[config.mk]
export PLATFORM = sky130hd
export DESIGN_NAME = gated_pulse_timer
export DESIGN_NICKNAME = d
export VERILOG_FILES = /design/src/rtl/gpt_pkg.sv /design/src/rtl/gpt_gate_cond.sv /design/src/rtl/gpt_arm_fsm.sv /design/src/rtl/gpt_count_core.sv /design/src/rtl/gated_pulse_timer.sv
export SDC_FILE = /design/constraint.sdc
export NUM_CORES = 1
export LEC_CHECK = 0
export BUFFER_PORTS_ARGS = -buffer_cell sky130_fd_sc_hd__clkbuf_2
export CORE_MARGIN = 4
export CORE_UTILIZATION = 52
export CTS_CLUSTER_SIZE = 25
export DETAILED_ROUTE_END_ITERATION = 8
export PLACE_DENSITY = 0.95
export SLEW_MARGIN = 10
export SYNTH_ARGS = -nofsm -noshare
export SYNTH_HDL_FRONTEND = slang
export SYNTH_HIERARCHICAL = 1
export SYNTH_SLANG_ARGS = --single-unit
export TNS_END_PERCENT = 10
[constraint.sdc]
create_clock -name clk -period 5.5 [get_ports clk]
set_input_delay 0.825 -clock clk [delete_from_list [all_inputs] [get_ports clk]]
set_output_delay 0.825 -clock clk [all_outputs]
set_load 0.02 [all_outputs]
[src/rtl/gpt_pkg.sv]
package gpt_pkg;
  typedef enum logic [1:0] {
    ARM_IDLE = 2'd0,
    ARM_WAIT = 2'd1,
    ARM_OPEN = 2'd2
  } arm_state_t;
endpackage

[src/rtl/gpt_gate_cond.sv]
module gpt_gate_cond #(
  parameter int SYNC_STAGES = 2
) (
  input  logic clk,
  input  logic rst_n,
  input  logic gate_raw_i,
  input  logic gate_inv_i,
  input  logic toggle_en_i,
  output logic gval_o,
  output logic gval_rise_o,
  output logic gval_fall_o
);
  localparam int LAST = SYNC_STAGES - 1;

  logic [SYNC_STAGES-1:0] sync_q;
  logic pol, pol_q, pol_rise;
  logic tog_q;
  logic gval, gval_q;

  // synchronizer chain, one flop per stage
  for (genvar i = 0; i < SYNC_STAGES; i++) begin : g_sync
    if (i == 0) begin : g_first
      always_ff @(posedge clk or negedge rst_n) begin
        if (!rst_n) sync_q[0] <= 1'b0;
        else        sync_q[0] <= gate_raw_i;
      end
    end else begin : g_next
      always_ff @(posedge clk or negedge rst_n) begin
        if (!rst_n) sync_q[i] <= 1'b0;
        else        sync_q[i] <= sync_q[i-1];
      end
    end
  end

  assign pol      = sync_q[LAST] ^ gate_inv_i;
  assign pol_rise = pol & ~pol_q;

  always_ff @(posedge clk or negedge rst_n) begin
    if (!rst_n) begin
      pol_q <= 1'b0;
      tog_q <= 1'b0;
    end else begin
      pol_q <= pol;
      if (!toggle_en_i)  tog_q <= 1'b0;
      else if (pol_rise) tog_q <= ~tog_q;
    end
  end

  assign gval = toggle_en_i ? tog_q : pol;

  always_ff @(posedge clk or negedge rst_n) begin
    if (!rst_n) gval_q <= 1'b0;
    else        gval_q <= gval;
  end

  assign gval_o      = gval;
  assign gval_rise_o = gval & ~gval_q;
  assign gval_fall_o = ~gval & gval_q;
endmodule

[src/rtl/gpt_arm_fsm.sv]
module gpt_arm_fsm
  import gpt_pkg::*;
(
  input  logic clk,
  input  logic rst_n,
  input  logic one_shot_en_i,
  input  logic arm_set_i,
  input  logic arm_clr_i,
  input  logic gval_rise_i,
  input  logic gval_fall_i,
  output logic armed_o,
  output logic window_o,
  output logic done_o
);
  arm_state_t state_q, state_d;

  always_comb begin
    state_d = state_q;
    if (!one_shot_en_i || arm_clr_i) begin
      state_d = ARM_IDLE;
    end else begin
      unique case (state_q)
        ARM_IDLE: if (arm_set_i)   state_d = ARM_WAIT;
        ARM_WAIT: if (gval_rise_i) state_d = ARM_OPEN;
        ARM_OPEN: if (gval_fall_i) state_d = ARM_IDLE;
        default:                   state_d = ARM_IDLE;
      endcase
    end
  end

  always_ff @(posedge clk or negedge rst_n) begin
    if (!rst_n) state_q <= ARM_IDLE;
    else        state_q <= state_d;
  end

  assign armed_o  = (state_q != ARM_IDLE);
  // the rising-edge cycle itself already belongs to the captured pulse
  assign window_o = (state_q == ARM_OPEN) | ((state_q == ARM_WAIT) & gval_rise_i);
  assign done_o   = (state_q == ARM_OPEN) & gval_fall_i;
endmodule

[src/rtl/gpt_count_core.sv]
module gpt_count_core #(
  parameter int CNT_W = 16
) (
  input  logic             clk,
  input  logic             rst_n,
  input  logic             tick_i,
  input  logic             cnt_en_i,
  input  logic             cnt_wr_i,
  input  logic [CNT_W-1:0] cnt_wr_data_i,
  input  logic             flag_set_i,
  input  logic             flag_clr_i,
  output logic [CNT_W-1:0] count_o,
  output logic             flag_o
);
  localparam logic [CNT_W-1:0] ONE = {{(CNT_W-1){1'b0}}, 1'b1};

  logic [CNT_W-1:0] cnt_q;
  logic             flag_q;

  always_ff @(posedge clk or negedge rst_n) begin
    if (!rst_n)                   cnt_q <= '0;
    else if (cnt_wr_i)            cnt_q <= cnt_wr_data_i;
    else if (tick_i && cnt_en_i)  cnt_q <= cnt_q + ONE;
  end

  always_ff @(posedge clk or negedge rst_n) begin
    if (!rst_n)          flag_q <= 1'b0;
    else if (flag_set_i) flag_q <= 1'b1;
    else if (flag_clr_i) flag_q <= 1'b0;
  end

  assign count_o = cnt_q;
  assign flag_o  = flag_q;
endmodule

[src/rtl/gated_pulse_timer.sv]
module gated_pulse_timer #(
  parameter int CNT_W       = 16,
  parameter int SYNC_STAGES = 2
) (
  input  logic             clk,
  input  logic             rst_n,
  input  logic             tick_i,
  input  logic             gate_raw_i,
  input  logic             gate_en_i,
  input  logic             gate_inv_i,
  input  logic             toggle_en_i,
  input  logic             one_shot_en_i,
  input  logic             arm_set_i,
  input  logic             arm_clr_i,
  input  logic             flag_clr_i,
  input  logic             cnt_wr_i,
  input  logic [CNT_W-1:0] cnt_wr_data_i,
  output logic [CNT_W-1:0] count_o,
  output logic             armed_o,
  output logic             gate_val_o,
  output logic             flag_o
);
  logic gval, gval_rise, gval_fall;
  logic window, done;
  logic cnt_en, flag_set;

  gpt_gate_cond #(.SYNC_STAGES(SYNC_STAGES)) u_cond (
    .clk         (clk),
    .rst_n       (rst_n),
    .gate_raw_i  (gate_raw_i),
    .gate_inv_i  (gate_inv_i),
    .toggle_en_i (toggle_en_i),
    .gval_o      (gval),
    .gval_rise_o (gval_rise),
    .gval_fall_o (gval_fall)
  );

  gpt_arm_fsm u_arm (
    .clk           (clk),
    .rst_n         (rst_n),
    .one_shot_en_i (one_shot_en_i),
    .arm_set_i     (arm_set_i),
    .arm_clr_i     (arm_clr_i),
    .gval_rise_i   (gval_rise),
    .gval_fall_i   (gval_fall),
    .armed_o       (armed_o),
    .window_o      (window),
    .done_o        (done)
  );

  // ungated when gating is off; otherwise gate level, qualified by the capture window
  assign cnt_en   = ~gate_en_i | (gval & (~one_shot_en_i | window));
  assign flag_set = gate_en_i & (one_shot_en_i ? done : gval_fall);

  gpt_count_core #(.CNT_W(CNT_W)) u_core (
    .clk           (clk),
    .rst_n         (rst_n),
    .tick_i        (tick_i),
    .cnt_en_i      (cnt_en),
    .cnt_wr_i      (cnt_wr_i),
    .cnt_wr_data_i (cnt_wr_data_i),
    .flag_set_i    (flag_set),
    .flag_clr_i    (flag_clr_i),
    .count_o       (count_o),
    .flag_o        (flag_o)
  );

  assign gate_val_o = gval;
endmodule

=== After elaboration in Yosys (flattened, before gate mapping) ===
Index checks and enable logic that the tools add are counted.

* Register bits: 24
* Latch bits: 0
* Bits in writable memories: 0
* Bits in read-only memories: 0
* Input bits: 28
* Word-level logic and storage cells: 53
* Memories kept: 0

* Add/sub/neg operators: 1
* Multipliers: 0
* Divide/modulo/power cells: 0
* Magnitude comparators: 0
* Equality and inequality tests: 6
* Shifts and indexed selects: 0
* Mux-type cells: 13
* Bitwise gates (word level): 17
* Reductions and logical operators: 8

{| class="wikitable"
|+ Operators with widths
! kind !! number
|-
| $mux W16 || 2
|-
| $add A16 B1 Y16 const B || 1
|-
| $mux W2 || 4
|-
| $and A1 B1 Y1 || 7
|-
| $mux W1 || 6
|-
| $ne A3 B2 Y1 const B || 2
|-
| $not A1 Y1 || 6
|-
| $pmux W2 S3 || 1
|-
| $reduce_bool A2 Y1 || 3
|-
| $ne A3 B1 Y1 const B || 1
|-
| $or A1 B1 Y1 || 3
|-
| $reduce_and A3 Y1 || 1
|-
| $eq A2 B1 Y1 const B || 1
|-
| $eq A2 B2 Y1 const B || 1
|-
| $logic_not A2 Y1 || 1
|-
| $ne A2 B1 Y1 const B || 1
|-
| $logic_and A1 B1 Y1 || 1
|-
| $logic_not A1 Y1 || 1
|-
| $logic_or A1 B1 Y1 || 1
|-
| $xor A1 B1 Y1 || 1
|}

=== Depth between registers and ports, before layout ===
* Depth after elaboration: 11
* Depth in mapped cells: 11
* Depth with buffers taken out: 11

=== Hierarchy ===
Netlist, hierarchy kept.

{| class="wikitable"
|+ Modules (own cells, without submodules)
! module !! instances !! cells an instance !! area an instance (um^2)
|-
| gpt_count_core || 1 || 102 || 965.9
|-
| gpt_gate_cond || 1 || 14 || 178.9
|-
| gpt_arm_fsm || 1 || 13 || 120.1
|-
| gated_pulse_timer || 1 || 5 || 31.3
|}

=== Least setup slack after synthesis ===
No wires, ideal clock.

* Path type: input port to flip-flop
* From: input port gate_inv_i
* To: register u_core.cnt_q[15] (netlist: u_core/count_o[15])
* Arrival time: 2500 ps
* Data required time: 5372 ps
* Path slack: 2872 ps
* Stages on the path: 11
* Path buffers: 0
* Cells stage by stage: xor2_1 o21ai_1 nor2_1 nand3b_1 o21ai_0 nor2b_1 o21ai_1 nand4_4 nor4_4 a31o_2 a31oi_1

* Longest elaborated chain between the ends: 10

{| class="wikitable"
|+ Ends and longest elaborated chain
! item !! RTL line !! source
|-
| from (decl) || gated_pulse_timer.sv:10 || <nowiki>input logic gate_inv_i,</nowiki>
|-
| $xor A1 B1 Y1 || gpt_gate_cond.sv:35 || <nowiki>assign pol = sync_q[LAST] ^ gate_inv_i;</nowiki>
|-
| $mux W1 || gpt_gate_cond.sv:49 || <nowiki>assign gval = toggle_en_i ? tog_q : pol;</nowiki>
|-
| $and A1 B1 Y1 || gpt_gate_cond.sv:57 || <nowiki>assign gval_rise_o = gval & ~gval_q;</nowiki>
|-
| net gval_rise || gated_pulse_timer.sv:23 || <nowiki>logic gval, gval_rise, gval_fall;</nowiki>
|-
| $and A1 B1 Y1 || gpt_arm_fsm.sv:38 || <nowiki>assign window_o = (state_q == ARM_OPEN) | ((state_q == ARM_WAIT) & gval_rise_i);</nowiki>
|-
| $or A1 B1 Y1 || gpt_arm_fsm.sv:38 ||
|-
| net window || gated_pulse_timer.sv:24 || <nowiki>logic window, done;</nowiki>
|-
| $or A1 B1 Y1 || gated_pulse_timer.sv:52 || <nowiki>assign cnt_en = ~gate_en_i | (gval & (~one_shot_en_i | window));</nowiki>
|-
| $and A1 B1 Y1 || gated_pulse_timer.sv:52 ||
|-
| $or A1 B1 Y1 || gated_pulse_timer.sv:52 ||
|-
| net cnt_en || gated_pulse_timer.sv:25 || <nowiki>logic cnt_en, flag_set;</nowiki>
|-
| $logic_and A1 B1 Y1 || gpt_count_core.sv:23 || <nowiki>else if (tick_i && cnt_en_i) cnt_q <= cnt_q + ONE;</nowiki>
|-
| $reduce_bool A2 Y1 (no line) || - ||
|-
| to (signal assigned) || gpt_count_core.sv:22 || <nowiki>else if (cnt_wr_i) cnt_q <= cnt_wr_data_i;</nowiki>
|-
| to (signal assigned) || gpt_count_core.sv:23 ||
|-
| to (decl) || gpt_count_core.sv:17 || <nowiki>logic [CNT_W-1:0] cnt_q;</nowiki>
|}

The timed path passes the listed nets, and every way through them passes these cells.
A chain may end at the register's enable or synchronous reset.

=== Worst setup path after layout ===
* From: input port gate_inv_i
* To: register u_core.cnt_q[11] (netlist: u_core/count_o[11])

* Longest elaborated chain between the ends: 10

{| class="wikitable"
|+ Ends and longest elaborated chain
! item !! RTL line !! source
|-
| $xor A1 B1 Y1 || gpt_gate_cond.sv:35 ||
|-
| net u_cond.pol || gpt_gate_cond.sv:16 || <nowiki>logic pol, pol_q, pol_rise;</nowiki>
|-
| $mux W1 || gpt_gate_cond.sv:49 ||
|-
| $and A1 B1 Y1 || gpt_gate_cond.sv:57 ||
|-
| net gval_rise || gated_pulse_timer.sv:23 ||
|-
| $and A1 B1 Y1 || gpt_arm_fsm.sv:38 ||
|-
| $or A1 B1 Y1 || gpt_arm_fsm.sv:38 ||
|-
| net window || gated_pulse_timer.sv:24 ||
|-
| $or A1 B1 Y1 || gated_pulse_timer.sv:52 ||
|-
| $and A1 B1 Y1 || gated_pulse_timer.sv:52 ||
|-
| $or A1 B1 Y1 || gated_pulse_timer.sv:52 ||
|-
| net cnt_en || gated_pulse_timer.sv:25 ||
|-
| $logic_and A1 B1 Y1 || gpt_count_core.sv:23 ||
|-
| $reduce_bool A2 Y1 (no line) || - ||
|}

The timed path passes the listed nets, and every way through them passes these cells.

==> summary.txt <==
TIMING
--------------------------------------------------------------------------------
Fraction of the cycle the final worst path needs ..................        0.500
Unrepaired setup endpoints after global routing ...................           no
Setup clock skew after layout .....................................     0.961 ps
Max-slew headroom at the worst pin ................................        0.595
Final critical delay including setup and external delays ..........      2750 ps
Sum Neg Setup Slack ...............................................         0 ps
Number of failing hold endpoints at the final stage ...............            0
Actual slew at the worst max-slew pin .............................       608 ps
FMAX ..............................................................      364 MHz
Final-report max-slew violation count .............................            0
Number of setup violations in the final report ....................            0

ROUTING
--------------------------------------------------------------------------------
ANT nets after route ..............................................            0
Detailed-route DRC error count ....................................            0
First-pass iteration count of the detailed router .................            4
Met1 wire length ..................................................      1260 µm
Met2 layer wire length in the routed design .......................      1720 µm
Post-detailed-route via-to-cell ratio .............................         5.55
Routed wl met3 ....................................................       187 µm
WL final ..........................................................      3270 µm
Wirelength per Cell ...............................................      15.6 µm
Total via count after detailed routing ............................         1159
Top Metal Used ....................................................         met4
Violation count after the first detailed-routing iteration ........           58

YOSYS
--------------------------------------------------------------------------------
Synthesized area divided by synthesized cell count ................     9.67 µm²
Main area contributors after synthesis ............................ dfrtp_1 (46%), xnor2_1 (8.1%), nand2_1 (5.5%), o21ai_1 (3.9%), nand4_4 (3.3%)
Synth area leader .................................................      dfrtp_1
Top cell type's share of synthesized area .........................        0.463
Number of standard cells after synthesis ..........................          134
Part of the Yosys area used for sequential elements ...............        0.463
Mapped cell area ..................................................     1300 µm²
Count of state elements after synthesis ...........................           24
Net count after synthesis .........................................          163
Yosys synthesis warning count .....................................            6
Distinct cell type count after synthesis ..........................           30

PLACEMENT
--------------------------------------------------------------------------------
Count of placed standard cells including taps .....................          205
Global placer's final weighted congestion .........................        0.789
Total of buffers placed on input and output ports .................           46
Final HPWL from detailed placement ................................      2430 µm

GLOBAL ROUTING
--------------------------------------------------------------------------------
Pin count of the biggest net entering global routing ..............           30
Wire length of the first global-routing pass ......................      5320 µm
Vias in the first global route ....................................         1209
Number of antenna violations at the first check in global routing .            0
Gr usage total ....................................................        0.206
Overall overflow remaining after global route .....................            0

CELLS AND AREA
--------------------------------------------------------------------------------
Antenna fix cells .................................................            0
Non-filler cells, final ...........................................          209
Proportion of layout cells with a drive suffix above 1 ............        0.337
Total area of multi-input combinational cells .....................      647 µm²
Nets ..............................................................          211
FF/Latch Area .....................................................      601 µm²
Layout-stage area growth over the synthesis result ................        23.6%
# fillers .........................................................          178

CTS
--------------------------------------------------------------------------------
Clock sink total ..................................................           24
Max Root-Sink Buffers .............................................            2
CTS Hold Bufs .....................................................            0
Count of buffers added by post-CTS timing repair for setup ........            0
Root buffer selected by CTS .......................................     clkbuf_4
Number of CTS-inserted buffers ....................................            3
Clk slew on worst S/H paths .......................................       140 ps
Worst skew pair latency ...........................................       320 ps
Clock tree from TritonCTS .........................................        built
H-tree Lvls .......................................................            1
Count of cells resized by post-cts repair .........................            0

HOLD PATH
--------------------------------------------------------------------------------
Hold WC Path Type ................................................. register to register

FLOORPLANNING
--------------------------------------------------------------------------------
Floorplan row count ...............................................           17
Total Die Area ....................................................     3360 µm²
I/O pin count .....................................................           47
Core Area .........................................................     2300 µm²
Y dimension of the die ............................................      57.9 µm
Effective utilization at floorplan ................................        0.564
Width of the chip .................................................      57.9 µm

POWER
--------------------------------------------------------------------------------
Leakage component of the power ....................................     0.762 nW
Power Total .......................................................     0.438 mW
IR Drop Worst-Case VDD ............................................       174 µV
Ratio of total power to cell area .................................   273 nW/µm²

CRITICAL PATH
--------------------------------------------------------------------------------
Most numerous cell on the critical path ...........................      o21ai_1
Worst endpoint required time ......................................      5700 ps
Largest delay share family, worst path ............................ simple AND/OR/NAND/NOR gates
Crit path capture type ............................................     register
Data arrival time of the critical path ............................      2950 ps
CP Launch Type .................................................... primary input
Critical-path cell list ........................................... clkbuf_2 -> xor2_1 -> o21ai_1 -> nor2_1 -> nand3b_1 -> o21ai_0 -> nor2b_1 -> o21ai_1 -> nand4_4 -> nor4_2 -> xnor2_1 -> o21ai_1
Biggest cell delay along the critical path ........................       420 ps
Master of the slowest instance on the critical path ...............       nor4_2
Buffers and inverters on the worst path ...........................            1
Worst setup path class ............................................ primary input to register
Top fanout value on the critical path .............................            6

JOB
--------------------------------------------------------------------------------
Number of max-cap violations ......................................            0

RUN STATUS
--------------------------------------------------------------------------------
Outcome ........................................................... finished, final reports clean

sequential cells by signal, summed over array words and instances, names as in the netlist:
| signal | flops |
|---|---|
| u_arm/state_q | 2 |
| u_cond/gval_q | 1 |
| u_cond/pol_q | 1 |
| u_cond/sync_q | 2 |
| u_cond/tog_q | 1 |
| u_core/count_o | 16 |
| u_core/flag_o | 1 |
final timing paths:
path                                 endpoint             start  slack (ps)  cells past startpoint
setup / recovery           u_core/count_o[11]        gate_inv_i        2750                     12
hold / removal               u_cond/sync_q[1]  u_cond/sync_q[0]         380                      0
setup reg to reg           u_core/count_o[11]  u_cond/sync_q[1]        2940                     11
hold reg to reg              u_cond/sync_q[1]  u_cond/sync_q[0]         380                      0
max in group asynchronous   u_core/count_o[4]             rst_n        4630                      1
min in group asynchronous       u_core/flag_o             rst_n         480                      1
power breakdown:
| part | internal, mW | switching (mW) |
|---|---|---|
| combinational | 0.0371 | 0.0574 |
| clock | 0.0737 | 0.0568 |
| sequential | 0.192 | 0.0208 |
| total | 0.303 | 0.135 |
Yosys cell counts:
library cell / number
a211oi_1: 1
nand4_4: 2
nor2b_1: 2
nand3b_1: 1
inv_1: 10
nor4_2: 3
nor3_1: 3
xnor2_1: 12
dfrtp_1: 24
ha_1: 1
nand4_1: 3
nand3_1: 2
a21o_1: 1
nand2b_1: 5
mux2i_1: 3
a21oi_1: 1
nor3b_1: 1
xor2_1: 2
clkbuf_1: 3
nand3_2: 2
a31oi_1: 2
or3b_1: 1
or2_2: 1
o21ai_1: 10
and2_1: 1
o21ai_0: 7
nor2_1: 8
nand2_1: 19
a31o_2: 2
nor4_4: 1
kinds of logic (layout without fill, tap and decap cells):
logic type                 count (synthesis)  in the layout  share of synthesized area
AOI/OAI and AO/OA                         24             24                      0.104
xor gates and xnor gates                  14             14                     0.0946
adders and majority gates                  1              1                    0.00965
buffers and inverters                     13             60                     0.0376
DFF                                       24             24                      0.463
muxes                                      3              3                     0.0232
and+or+nand+nor                           55             55                      0.267
cells in the final DEF, fill, tap and decap left out:
cell type,count
o21ai_0,7
nor2_1,8
nand2b_1,5
nand4_1,3
ha_1,1
nand3_2,2
and2_1,1
xor2_1,2
nand3_1,2
a31o_2,2
a31oi_1,2
nor3_1,3
clkbuf_2,46
inv_1,10
dfrtp_1,24
xnor2_1,12
or2_2,1
or3b_1,1
o21ai_1,10
clkbuf_4,3
a211oi_1,1
mux2i_1,3
a21o_1,1
nor4_4,1
a21oi_1,1
bufinv_16,1
nor3b_1,1
nand4_4,2
nor4_2,3
nor2b_1,2
nand3b_1,1
nand2_1,19
per-stage QoR:
step           utilization  cell area [µm²]  worst slack [ps]  hold slack [ps]
3_5_place_dp         0.675             1550              2520              353
3_3_place_gp         0.675             1550              2670              336
4_1_cts              0.698             1600              2770              385
5_1_grt              0.698             1600              2600              393
2_1_floorplan            -             1300              2870              331
6_report             0.698             1600              2750              385
layout make-up:
| cell class | count | area share |
|---|---|---|
| Multi-Input combinational cell | 97 | 0.404 |
| Sequential cell | 24 | 0.375 |
| Timing Repair Buffer | 46 | 0.144 |
| Inverter | 10 | 0.0234 |
| Tap cell | 28 | 0.0219 |
| Clock inverter | 1 | 0.0187 |
| Clock buffer | 3 | 0.0141 |
per-layer routing:
layer	track usage	up-vias
met5	0	-
met4	0.106	0
met3	0.0267	12
met2	0.384	53
met1	0.226	545
li1	-	549
Note: power is estimated with default switching activity, not from simulation.
